`src/rtl/hdir_pkg.sv`:
```
package hdir_pkg;

    localparam int NODES  = 4;
    localparam int NODE_W = $clog2(NODES);
    localparam int LINES  = 16;
    localparam int LINE_W = $clog2(LINES);
    localparam int DATA_W = 32;
    localparam int KIND_W = 4;

    localparam logic [NODE_W-1:0] HOME_ID  = '0;
    localparam logic [DATA_W-1:0] MEM_BASE = 32'h1000_0000;

    typedef enum logic [KIND_W-1:0] {
        MK_NONE  = 4'd0,
        MK_READ  = 4'd1,
        MK_OWN   = 4'd2,
        MK_ACK   = 4'd3,
        MK_DATA  = 4'd4,
        MK_REPLY = 4'd5,
        MK_GRANT = 4'd6,
        MK_FETCH = 4'd7,
        MK_FLUSH = 4'd8,
        MK_INV   = 4'd9
    } mkind_e;

    typedef enum logic [1:0] {
        LS_UNCACHED = 2'd0,
        LS_SHARED   = 2'd1,
        LS_MODIFIED = 2'd2
    } lstate_e;

    typedef struct packed {
        mkind_e              kind;
        logic [NODE_W-1:0]   src;
        logic [NODE_W-1:0]   dst;
        logic [LINE_W-1:0]   addr;
        logic [DATA_W-1:0]   data;
    } msg_t;

    typedef struct packed {
        lstate_e             st;
        logic [NODES-1:0]    pres;
        logic                busy;
    } dent_t;

    // Lowest-numbered node whose bit is set; zero for an empty mask.
    function automatic logic [NODE_W-1:0] first_node(input logic [NODES-1:0] m);
        logic [NODE_W-1:0] r;
        r = '0;
        for (int i = NODES - 1; i >= 0; i--) begin
            if (m[i]) r = NODE_W'(i);
        end
        return r;
    endfunction

    function automatic logic [NODES-1:0] node_bit(input logic [NODE_W-1:0] n);
        return NODES'(1) << n;
    endfunction

    function automatic msg_t make_msg(input mkind_e k, input logic [NODE_W-1:0] dst,
                                      input logic [LINE_W-1:0] addr,
                                      input logic [DATA_W-1:0] data);
        msg_t m;
        m.kind = k;
        m.src  = HOME_ID;
        m.dst  = dst;
        m.addr = addr;
        m.data = data;
        return m;
    endfunction

endpackage

```
`src/rtl/hdir_table.sv`:
```
module hdir_table
    import hdir_pkg::*;
(
    input  logic              clk,
    input  logic              rst,
    input  logic [LINE_W-1:0] rd_addr,
    output dent_t             rd_ent,
    input  logic [LINE_W-1:0] pb_addr,
    output dent_t             pb_ent,
    input  logic              wr_en,
    input  logic [LINE_W-1:0] wr_addr,
    input  dent_t             wr_ent
);

    dent_t ent_q [LINES];

    always_ff @(posedge clk) begin
        if (rst) begin
            for (int i = 0; i < LINES; i++) begin
                ent_q[i] <= '{st: LS_UNCACHED, pres: '0, busy: 1'b0};
            end
        end else if (wr_en) begin
            ent_q[wr_addr] <= wr_ent;
        end
    end

    assign rd_ent = ent_q[rd_addr];
    assign pb_ent = ent_q[pb_addr];

endmodule

```
`src/rtl/hdir_store.sv`:
```
module hdir_store
    import hdir_pkg::*;
(
    input  logic              clk,
    input  logic              rst,
    input  logic [LINE_W-1:0] rd_addr,
    output logic [DATA_W-1:0] rd_data,
    input  logic [LINE_W-1:0] pb_addr,
    output logic [DATA_W-1:0] pb_data,
    input  logic              wr_en,
    input  logic [LINE_W-1:0] wr_addr,
    input  logic [DATA_W-1:0] wr_data
);

    logic [DATA_W-1:0] word_q [LINES];

    always_ff @(posedge clk) begin
        if (rst) begin
            for (int i = 0; i < LINES; i++) begin
                word_q[i] <= MEM_BASE + DATA_W'(i);
            end
        end else if (wr_en) begin
            word_q[wr_addr] <= wr_data;
        end
    end

    assign rd_data = word_q[rd_addr];
    assign pb_data = word_q[pb_addr];

endmodule

```
`src/rtl/hdir_engine.sv`:
```
module hdir_engine
    import hdir_pkg::*;
(
    input  logic              clk,
    input  logic              rst,
    input  logic              req_valid,
    output logic              req_ready,
    input  msg_t              req_msg,
    input  logic              rsp_valid,
    output logic              rsp_ready,
    input  msg_t              rsp_msg,
    output logic              out_valid,
    input  logic              out_ready,
    output msg_t              out_msg,
    output logic [LINE_W-1:0] tbl_addr,
    input  dent_t             tbl_ent,
    output logic              tbl_we,
    output dent_t             tbl_wdata,
    output logic [LINE_W-1:0] mem_addr,
    input  logic [DATA_W-1:0] mem_rdata,
    output logic              mem_we,
    output logic [DATA_W-1:0] mem_wdata
);

    typedef enum logic [2:0] {
        PH_IDLE,
        PH_DECIDE,
        PH_INVAL,
        PH_WAIT_ACK,
        PH_WAIT_DATA,
        PH_FINISH
    } phase_e;

    phase_e           ph_q;
    msg_t             cur_q;
    msg_t             out_q;
    logic             out_v_q;
    dent_t            snap_q;
    logic [NODES-1:0] inv_q;
    logic [NODES-1:0] ack_q;

    logic             req_fire;
    logic             rsp_fire;
    logic             out_free;
    logic             is_read;
    logic [NODES-1:0] others;
    logic [NODES-1:0] req_bit;
    logic             data_hit;

    assign req_ready = (ph_q == PH_IDLE) && !out_v_q;
    assign rsp_ready = (ph_q == PH_INVAL) || (ph_q == PH_WAIT_ACK) || (ph_q == PH_WAIT_DATA);
    assign req_fire  = req_valid && req_ready;
    assign rsp_fire  = rsp_valid && rsp_ready;
    assign out_free  = !out_v_q;
    assign is_read   = (cur_q.kind == MK_READ);
    assign req_bit   = node_bit(cur_q.src);
    assign others    = tbl_ent.pres & ~req_bit;
    assign data_hit  = rsp_fire && (rsp_msg.kind == MK_DATA) && (rsp_msg.addr == cur_q.addr);

    assign tbl_addr  = cur_q.addr;
    assign mem_addr  = cur_q.addr;
    assign out_valid = out_v_q;
    assign out_msg   = out_q;

    // Directory and memory write ports.
    always_comb begin
        tbl_we    = 1'b0;
        tbl_wdata = snap_q;
        mem_we    = 1'b0;
        mem_wdata = rsp_msg.data;
        case (ph_q)
            PH_DECIDE: begin
                tbl_we         = 1'b1;
                tbl_wdata      = tbl_ent;
                tbl_wdata.busy = 1'b1;
            end
            PH_WAIT_DATA: begin
                mem_we = data_hit;
            end
            PH_FINISH: begin
                if (out_free) begin
                    tbl_we         = 1'b1;
                    tbl_wdata.busy = 1'b0;
                    if (is_read) begin
                        tbl_wdata.st   = LS_SHARED;
                        tbl_wdata.pres = snap_q.pres | req_bit;
                    end else begin
                        tbl_wdata.st   = LS_MODIFIED;
                        tbl_wdata.pres = req_bit;
                    end
                end
            end
            default: ;
        endcase
    end

    always_ff @(posedge clk) begin
        if (rst) begin
            ph_q    <= PH_IDLE;
            cur_q   <= '0;
            out_q   <= '0;
            out_v_q <= 1'b0;
            snap_q  <= '0;
            inv_q   <= '0;
            ack_q   <= '0;
        end else begin
            if (out_v_q && out_ready) out_v_q <= 1'b0;
            if (rsp_fire && rsp_msg.kind == MK_ACK) begin
                ack_q <= ack_q & ~node_bit(rsp_msg.src);
            end
            case (ph_q)
                PH_IDLE: begin
                    if (req_fire) begin
                        cur_q <= req_msg;
                        ph_q  <= PH_DECIDE;
                    end
                end
                PH_DECIDE: begin
                    snap_q <= tbl_ent;
                    if (tbl_ent.st == LS_MODIFIED) begin
                        out_q   <= make_msg(is_read ? MK_FETCH : MK_FLUSH,
                                            first_node(tbl_ent.pres), cur_q.addr, '0);
                        out_v_q <= 1'b1;
                        ph_q    <= PH_WAIT_DATA;
                    end else if (!is_read && others != '0) begin
                        inv_q <= others;
                        ack_q <= others;
                        ph_q  <= PH_INVAL;
                    end else begin
                        ph_q <= PH_FINISH;
                    end
                end
                PH_INVAL: begin
                    if (inv_q == '0) begin
                        ph_q <= PH_WAIT_ACK;
                    end else if (out_free) begin
                        out_q   <= make_msg(MK_INV, first_node(inv_q), cur_q.addr, '0);
                        out_v_q <= 1'b1;
                        inv_q   <= inv_q & ~node_bit(first_node(inv_q));
                    end
                end
                PH_WAIT_ACK: begin
                    if (ack_q == '0) ph_q <= PH_FINISH;
                end
                PH_WAIT_DATA: begin
                    if (data_hit) ph_q <= PH_FINISH;
                end
                PH_FINISH: begin
                    if (out_free) begin
                        out_q   <= make_msg(is_read ? MK_REPLY : MK_GRANT,
                                            cur_q.src, cur_q.addr, mem_rdata);
                        out_v_q <= 1'b1;
                        ph_q    <= PH_IDLE;
                    end
                end
                default: ph_q <= PH_IDLE;
            endcase
        end
    end

endmodule

```
`src/rtl/home_dir_ctrl.sv`:
```
module home_dir_ctrl
    import hdir_pkg::*;
(
    input  logic              clk,
    input  logic              rst,
    input  logic              req_valid,
    output logic              req_ready,
    input  logic [KIND_W-1:0] req_kind,
    input  logic [NODE_W-1:0] req_src,
    input  logic [LINE_W-1:0] req_addr,
    input  logic              rsp_valid,
    output logic              rsp_ready,
    input  logic [KIND_W-1:0] rsp_kind,
    input  logic [NODE_W-1:0] rsp_src,
    input  logic [LINE_W-1:0] rsp_addr,
    input  logic [DATA_W-1:0] rsp_data,
    output logic              out_valid,
    input  logic              out_ready,
    output logic [KIND_W-1:0] out_kind,
    output logic [NODE_W-1:0] out_src,
    output logic [NODE_W-1:0] out_dst,
    output logic [LINE_W-1:0] out_addr,
    output logic [DATA_W-1:0] out_data,
    input  logic [LINE_W-1:0] probe_addr,
    output logic [1:0]        probe_state,
    output logic [NODES-1:0]  probe_sharers,
    output logic              probe_busy,
    output logic [DATA_W-1:0] probe_data
);

    msg_t              req_msg;
    msg_t              rsp_msg;
    msg_t              out_msg;
    logic [LINE_W-1:0] tbl_addr;
    dent_t             tbl_ent;
    logic              tbl_we;
    dent_t             tbl_wdata;
    dent_t             pb_ent;
    logic [LINE_W-1:0] mem_addr;
    logic [DATA_W-1:0] mem_rdata;
    logic              mem_we;
    logic [DATA_W-1:0] mem_wdata;

    assign req_msg = '{kind: mkind_e'(req_kind), src: req_src, dst: HOME_ID,
                       addr: req_addr, data: '0};
    assign rsp_msg = '{kind: mkind_e'(rsp_kind), src: rsp_src, dst: HOME_ID,
                       addr: rsp_addr, data: rsp_data};

    hdir_engine u_engine (
        .clk       (clk),
        .rst       (rst),
        .req_valid (req_valid),
        .req_ready (req_ready),
        .req_msg   (req_msg),
        .rsp_valid (rsp_valid),
        .rsp_ready (rsp_ready),
        .rsp_msg   (rsp_msg),
        .out_valid (out_valid),
        .out_ready (out_ready),
        .out_msg   (out_msg),
        .tbl_addr  (tbl_addr),
        .tbl_ent   (tbl_ent),
        .tbl_we    (tbl_we),
        .tbl_wdata (tbl_wdata),
        .mem_addr  (mem_addr),
        .mem_rdata (mem_rdata),
        .mem_we    (mem_we),
        .mem_wdata (mem_wdata)
    );

    hdir_table u_table (
        .clk     (clk),
        .rst     (rst),
        .rd_addr (tbl_addr),
        .rd_ent  (tbl_ent),
        .pb_addr (probe_addr),
        .pb_ent  (pb_ent),
        .wr_en   (tbl_we),
        .wr_addr (tbl_addr),
        .wr_ent  (tbl_wdata)
    );

    hdir_store u_store (
        .clk     (clk),
        .rst     (rst),
        .rd_addr (mem_addr),
        .rd_data (mem_rdata),
        .pb_addr (probe_addr),
        .pb_data (probe_data),
        .wr_en   (mem_we),
        .wr_addr (mem_addr),
        .wr_data (mem_wdata)
    );

    assign out_kind      = out_msg.kind;
    assign out_src       = out_msg.src;
    assign out_dst       = out_msg.dst;
    assign out_addr      = out_msg.addr;
    assign out_data      = out_msg.data;
    assign probe_state   = pb_ent.st;
    assign probe_sharers = pb_ent.pres;
    assign probe_busy    = pb_ent.busy;

endmodule

```
`config.mk`:
```
export PLATFORM = sky130hd
export DESIGN_NAME = home_dir_ctrl
export DESIGN_NICKNAME = d
export VERILOG_FILES = /design/src/rtl/hdir_pkg.sv /design/src/rtl/hdir_table.sv /design/src/rtl/hdir_store.sv /design/src/rtl/hdir_engine.sv /design/src/rtl/home_dir_ctrl.sv
export SDC_FILE = /design/constraint.sdc
export NUM_CORES = 1
export LEC_CHECK = 0
export BUFFER_PORTS_ARGS = -buffer_cell sky130_fd_sc_hd__buf_4
export CAP_MARGIN = 20
export CORE_UTILIZATION = 51
export DETAILED_ROUTE_END_ITERATION = 6
export HOLD_SLACK_MARGIN = 0.1
export PLACE_DENSITY = 0.65
export SLEW_MARGIN = 25
export SYNTH_ARGS = -nofsm -noshare
export SYNTH_HDL_FRONTEND = slang
export SYNTH_SLANG_ARGS = --single-unit
```
`constraint.sdc`:
```
create_clock -name clk -period 11 [get_ports clk]
set_input_delay 1.65 -clock clk [delete_from_list [all_inputs] [get_ports clk]]
set_output_delay 1.65 -clock clk [all_outputs]
set_load 0.02 [all_outputs]
```
* Word-level counts from Yosys, hierarchy flattened
Memories as Yosys holds them, arrays and structs flattened. A register that Yosys moved wholly into a read port is not among the register bits. Cells that the tools add are included.
Storage, ports and cells: register bits 73, latch bits 0, bits in writable memories 624, memory bits (read-only) 0, memories kept 2, word-level logic and storage cells 136
Operators by class: eq/ne operators 20, add/subtract/negate cells 0, mux-type cells 65, $lt $le $gt $ge 0, multiply operators 0, reduce and logical (&&, ||, !) cells 24, shifts and indexed selects 3, bitwise gates (word level) 7, div/mod/pow operators 0
Memories:
- u_store.word_q | words 16, width 32, rd ports 2, clocked after Yosys merged registers in 1, write ports 16, RTL line hdir_store.sv:15 | logic [DATA_W-1:0] word_q [LINES];
- u_table.ent_q | words 16, width 7, rd ports 2, clocked after Yosys merged registers in 1, write ports 16, RTL line hdir_table.sv:15 | dent_t ent_q [LINES];
Operators by type and width (count):
- two-way mux 44 bit | 4
- one-hot mux 44 bit (3 select lines) | 1
- two-way mux 4 bit | 15
- two-way mux 32 bit | 1
- OR reduction 32 bit | 1
- two-way mux 2 bit | 13
- two-way mux 3 bit | 7
- one-hot mux 3 bit (6 select lines) | 1
- two-way mux 1 bit | 16
- AND reduction 5 bit | 3
- two-way mux 7 bit | 2
- one-hot mux 7 bit (2 select lines) | 1
- bitwise AND 4 bit | 3
- inequality test 2 bit (second input constant) | 6
- NOT 4 bit | 3
- << shifter 1 x 2 -> 4 bit (first input constant) | 3
- logical AND 1 bit | 8
- logical NOT 4 bit | 2
- inequality test 2 x 1 -> 1 bit (second input constant) | 4
- one-hot mux 4 bit (2 select lines) | 1
- OR reduction 7 bit | 1
- == test 3 x 2 -> 1 bit (second input constant) | 2
- == test 3 bit (second input constant) | 2
- two-way mux 6 bit | 1
- other kinds (16) | 18

* Longest topological paths before layout
depth in word-level cells 14, depth in mapped cells 10, mapped depth without buffers 6

* Cells and area by module
From an unflattened synthesis, not the netlist that was laid out.
Second synthesis, totals: cells, all modules 2564, area, all modules 36239.8 µm²
By module, submodules not included:
- hdir_store | seq. area each 15374.7 µm², area each 26583.0 µm², instances 1, cells each 1694
- hdir_table | seq. area each 3363.2 µm², area each 5999.5 µm², instances 1, cells each 394
- hdir_engine | seq. area each 1421.4 µm², area each 3653.5 µm², instances 1, cells each 475
- home_dir_ctrl | seq. area each 0.0 µm², area each 3.8 µm², instances 1, cells each 1

* Least setup slack after synthesis
OpenSTA, ideal clock, no wires.
path type input-to-reg, start point input rsp_valid, end point memory u_store.word_q[10][0], enable pin, library setup time 0.466 ns, stages 6, path slack 5.528 ns, arrival 5.006 ns, cells stage by stage nor2b_1 -> o21ai_1 -> nor4_2 -> nand3b_1 -> clkbuf_1 -> o21ai_0
RTL lines:
- start, declared | RTL line home_dir_ctrl.sv:11 | input logic rsp_valid,
- end, declared | RTL line hdir_store.sv:15

* Worst setup path after layout
start point input probe_addr[0], end point output probe_data[13]
On the way: cells in the longest elaborated chain, start to end 1
Ends and longest elaborated chain:
- start, declared | RTL line home_dir_ctrl.sv:24 | input logic [LINE_W-1:0] probe_addr,
- memory read (16 x 32 bit)
- end, declared | RTL line home_dir_ctrl.sv:28 | output logic [DATA_W-1:0] probe_data
No other way between the ends.

==> impl_results.md <==
- Worst setup EP type: output port
- Mux share of post-synthesis cell area: 24.5%
- First-pass GRT wire length: 158,000 um
- Power density over cell area: 179 nW/um^2
- Count of nets left with antenna violations after detail routing: 0
- Xor/xnor cell area share of the yosys netlist: 0.0977%
- Post-synthesis compound-gate area fraction: 2.36%
- Minimum hold slack: 0.464 ns
- Endpoint of the worst hold-timing path: u_engine.out_msg[29]
- Number of failing hold endpoints at the final stage: 0
- Commonest non-fill, non-tap cell in the layout: sky130_fd_sc_hd__edfxtp_1
- Warning count from the yosys run: 0
- Post-CTS setup repair buffer count: 0
- Library cells used by synthesis: 59
- Post-CTS Hold Buffers: 0
- Initial drt markers: 2,817
- Largest clock skew in the final design: 0.0245 ns
- Worst hold path class: flop to flop
- Synthesized cell area: 35,800 sq um
- Most frequent cells in the layout: sky130_fd_sc_hd__edfxtp_1, sky130_fd_sc_hd__and2_1, sky130_fd_sc_hd__mux4_2
- R2r setup slk: 5.68 ns
- Clock tree from TritonCTS: done
- Non-Filler Cell Area, Final: 40,400 sq um
- Crit path max-delay family: buffers and inverters
- Register area: 20,300 sq um
- Remaining design rule violation count: 0
- Switching share of power: 29.3%
- Count of pins over their slew limit: 0
- Count of boundary I/O pins: 147
- Clock-pin slew on the worst setup and hold paths: 0.06 ns
- Slowest cell on the critical path: sky130_fd_sc_hd__buf_4
- Required time at the endpoint of the critical path: 9.35 ns
- Part of the total power dissipated in sequential elements: 43.6%
- Highest attainable clock frequency: 166 MHz
- Unrepaired setup endpoints after global routing: no
- Clock network power share: 35.4%
- Multi-input logic area: 14,900 sq um
- WL per Instance: 31.7 um
- Die height: 267 um
- Post-detailed-placement half-perimeter wirelength: 64,300 um
- Final core occ: 58.5%
- Beginning of the worst register-to-register path: u_engine.ph_q[1]
- Starting Density: 51.9%
- Total GRT Usage: 31.2%
- Final net count: 2,498
- Clock buffers created by TritonCTS: 77
- Placement row count: 96
- Wire length reported by the detailed router: 109,000 um
- Largest family of logic cells by synthesized area: multiplexers
- Buf+Inv Stages, Crit Path: 3
- Share of cells above drive strength 1: 30.2%
- CTS H-Tree Depth: 3
- Data arrival time of the critical path: 4.39 ns
- Number of resized instances in the post-cts repair step: 0
- Number of vias per cell after detailed routing: 6.69
- Sequential share of the synthesized area: 56.5%
- X dimension of the die: 267 um
- Drt first pass iters: 6
- Post-route insts no fill: 3,437
- Register-to-Register Path Depth: 8
- Placeable core region: 69,100 sq um
- Mean instance size in the synthesized netlist: 15.1 sq um
- EDFF count, synth: 624
- Clock root cell: sky130_fd_sc_hd__clkbuf_16
- Switching pwr: 2.12 mW
- Skew-Pair Late Insertion Delay: 0.63 ns
- Num Clock Sinks: 699
- Internal power: 5.12 mW
- Final sum of negative setup slack: 0 ns
- Cells after Synth: 2,375
- Count of cells along the worst hold path: 2
- Maximum count of clock buffers along a single path: 3
- Number of I/O port buffers: 144
- Synthesis-to-layout area growth: 12.8%
- Pin count of the biggest net entering global routing: 71
- Delay of the slowest cell on the worst path: 0.75 ns
- Antenna violations before repair: 14
- Portion of total power attributed to combinational logic: 21.1%
- Total global routing overflow: 0
- Startpoint type of the worst setup path: input pin
- Maximum fanout along the worst path: 57
- Via count of the first global-routing pass: 23,200
- Worst-case vdd ir drop: 0.120 mV
- Cell count after placement: 3,289
- Capture point of the worst reg-to-reg path: u_store.word_q[8][4]
- Total via count after detailed routing: 23,000
- Final worst path period need: 6.04 ns
- Die footprint: 71,400 sq um
- Area post-placement: 37,900 sq um
- Final setup violating endpoints: 0
- Launch point of the worst hold path: u_engine.out_msg[29]
- Static Leak: 13.7 nW
- Routability cong.: 0.877
- Rel. slew slack: 26.3%
- Slew of the pin with the lowest slew margin: 1.11 ns
- Synth Area in Simple Gates: 13.9%
- Worst setup path category: input pin to output port
- Run status: completed
- Most used flip-flop cell after synthesis: sky130_fd_sc_hd__edfxtp_1
- Portion of the clock cycle consumed by the worst path in the final layout: 54.9%
- Share of synthesized flip-flops with an asynchronous set or reset: 0%
- Total of flip-flops plus latches after synthesis: 699
- Adder and majority gate portion of the synthesized area: 0%
- Cell Chain, Critical Path: buf_8 > buf_4 > mux4_2 > mux4_2 > buf_4
- Fillers: 5,276
- Max-capacitance violation count: 0
area by class of cell:
class,count,share of cell area (%)
Sequential cell,699,50.1
Antenna cell,5,0.0310
Timing Repair Buffer,210,3.97
Multi-Input combinational cell,1443,36.9
Clock buffer,111,5.34
Inverter,6,0.0557
Clock inverter,32,0.731
Tap cell,931,2.88
worst reg2reg max path, stage by stage (launching register included):
cell	delay, ns
sky130_fd_sc_hd__dfxtp_1	0.61
sky130_fd_sc_hd__nor2b_1	0.46
sky130_fd_sc_hd__o21ai_1	0.21
sky130_fd_sc_hd__nor4_2	0.71
sky130_fd_sc_hd__nand3b_1	0.78
sky130_fd_sc_hd__nor3_2	0.87
sky130_fd_sc_hd__buf_4	0.47
sky130_fd_sc_hd__or2_2	0.45
sky130_fd_sc_hd__buf_4	0.41
worst max path at each step:
stage | endpoint | from | cells after the start | slack [ns]
2_1_floorplan | u_store.word_q[10][0] | rsp_valid | 6 | 5.53
3_3_place_gp | probe_data[13] | probe_addr[0] | 5 | 4.90
3_5_place_dp | u_store.word_q[8][6] | rst | 9 | 4.81
4_1_cts | probe_data[13] | probe_addr[0] | 5 | 4.90
5_1_grt | probe_data[13] | probe_addr[0] | 5 | 4.78
6_report | probe_data[13] | probe_addr[0] | 5 | 4.96
per-stage QoR:
stage / total power [mW] / setup WS, ns
global route: 7.44 / 4.78
floorplan: 4.18 / 5.53
detailed placement: 4.71 / 4.81
CTS: 7.24 / 4.90
global placement: 4.69 / 4.90
finish: 7.24 / 4.96
power groups by stage:
stage	clock (mW)	combinational (mW)	sequential [mW]
6_report	2.56	1.52	3.16
5_1_grt	2.67	1.59	3.17
4_1_cts	2.58	1.51	3.15
3_5_place_dp	0	1.51	3.21
3_3_place_gp	0	1.49	3.20
2_1_floorplan	0	1.06	3.12
cells by family (layout without fill, tap and decap cells):
kind of cell,count (synthesis),in the layout
and+or+nand+nor,902,902
DFF,699,699
muxes,396,396
buffers and inverters,234,359
AOI/OAI and AO/OA,139,139
xor gates and xnor gates,4,4
other,1,7
synth_stat cells, types with 13 or more instances:
cell type	n	share of area [%]
sky130_fd_sc_hd__edfxtp_1	624	52
sky130_fd_sc_hd__buf_2	29	0.40
sky130_fd_sc_hd__o21ai_0	23	0.32
sky130_fd_sc_hd__nor2_1	155	1.6
sky130_fd_sc_hd__nand2b_1	15	0.26
sky130_fd_sc_hd__nand4_1	36	0.63
sky130_fd_sc_hd__dfxtp_1	75	4.2
sky130_fd_sc_hd__clkbuf_1	177	1.9
sky130_fd_sc_hd__nand2_1	79	0.83
sky130_fd_sc_hd__a21oi_1	66	0.92
sky130_fd_sc_hd__and2_1	469	8.2
sky130_fd_sc_hd__nand3_1	59	0.82
sky130_fd_sc_hd__nor3_1	13	0.18
sky130_fd_sc_hd__or3_1	43	0.75
sky130_fd_sc_hd__buf_1	16	0.17
sky130_fd_sc_hd__mux4_2	385	24
registers in the layout, indices dropped and copies added, names as in the netlist, named ones only:
name                count
u_store.word_q        512
u_table.ent_q         112
u_engine.out_msg       42
u_engine.snap_q         7
u_engine.cur_q          6
u_engine.ack_q          4
u_engine.inv_q          4
u_engine.mem_addr       4
u_engine.ph_q           3
u_engine.out_valid      1
layer usage:
layer	global-route usage (%)	share of wire (%)	wire length (um)	vias to the layer above
li1	-	-	-	9325
met1	42.2	37	40600	12000
met2	50.5	49	53100	1456
met3	5.99	11	11400	240
met4	11.3	3.3	3580	8
met5	0	0.049	53	-
(Power assumes the default switching activity.)
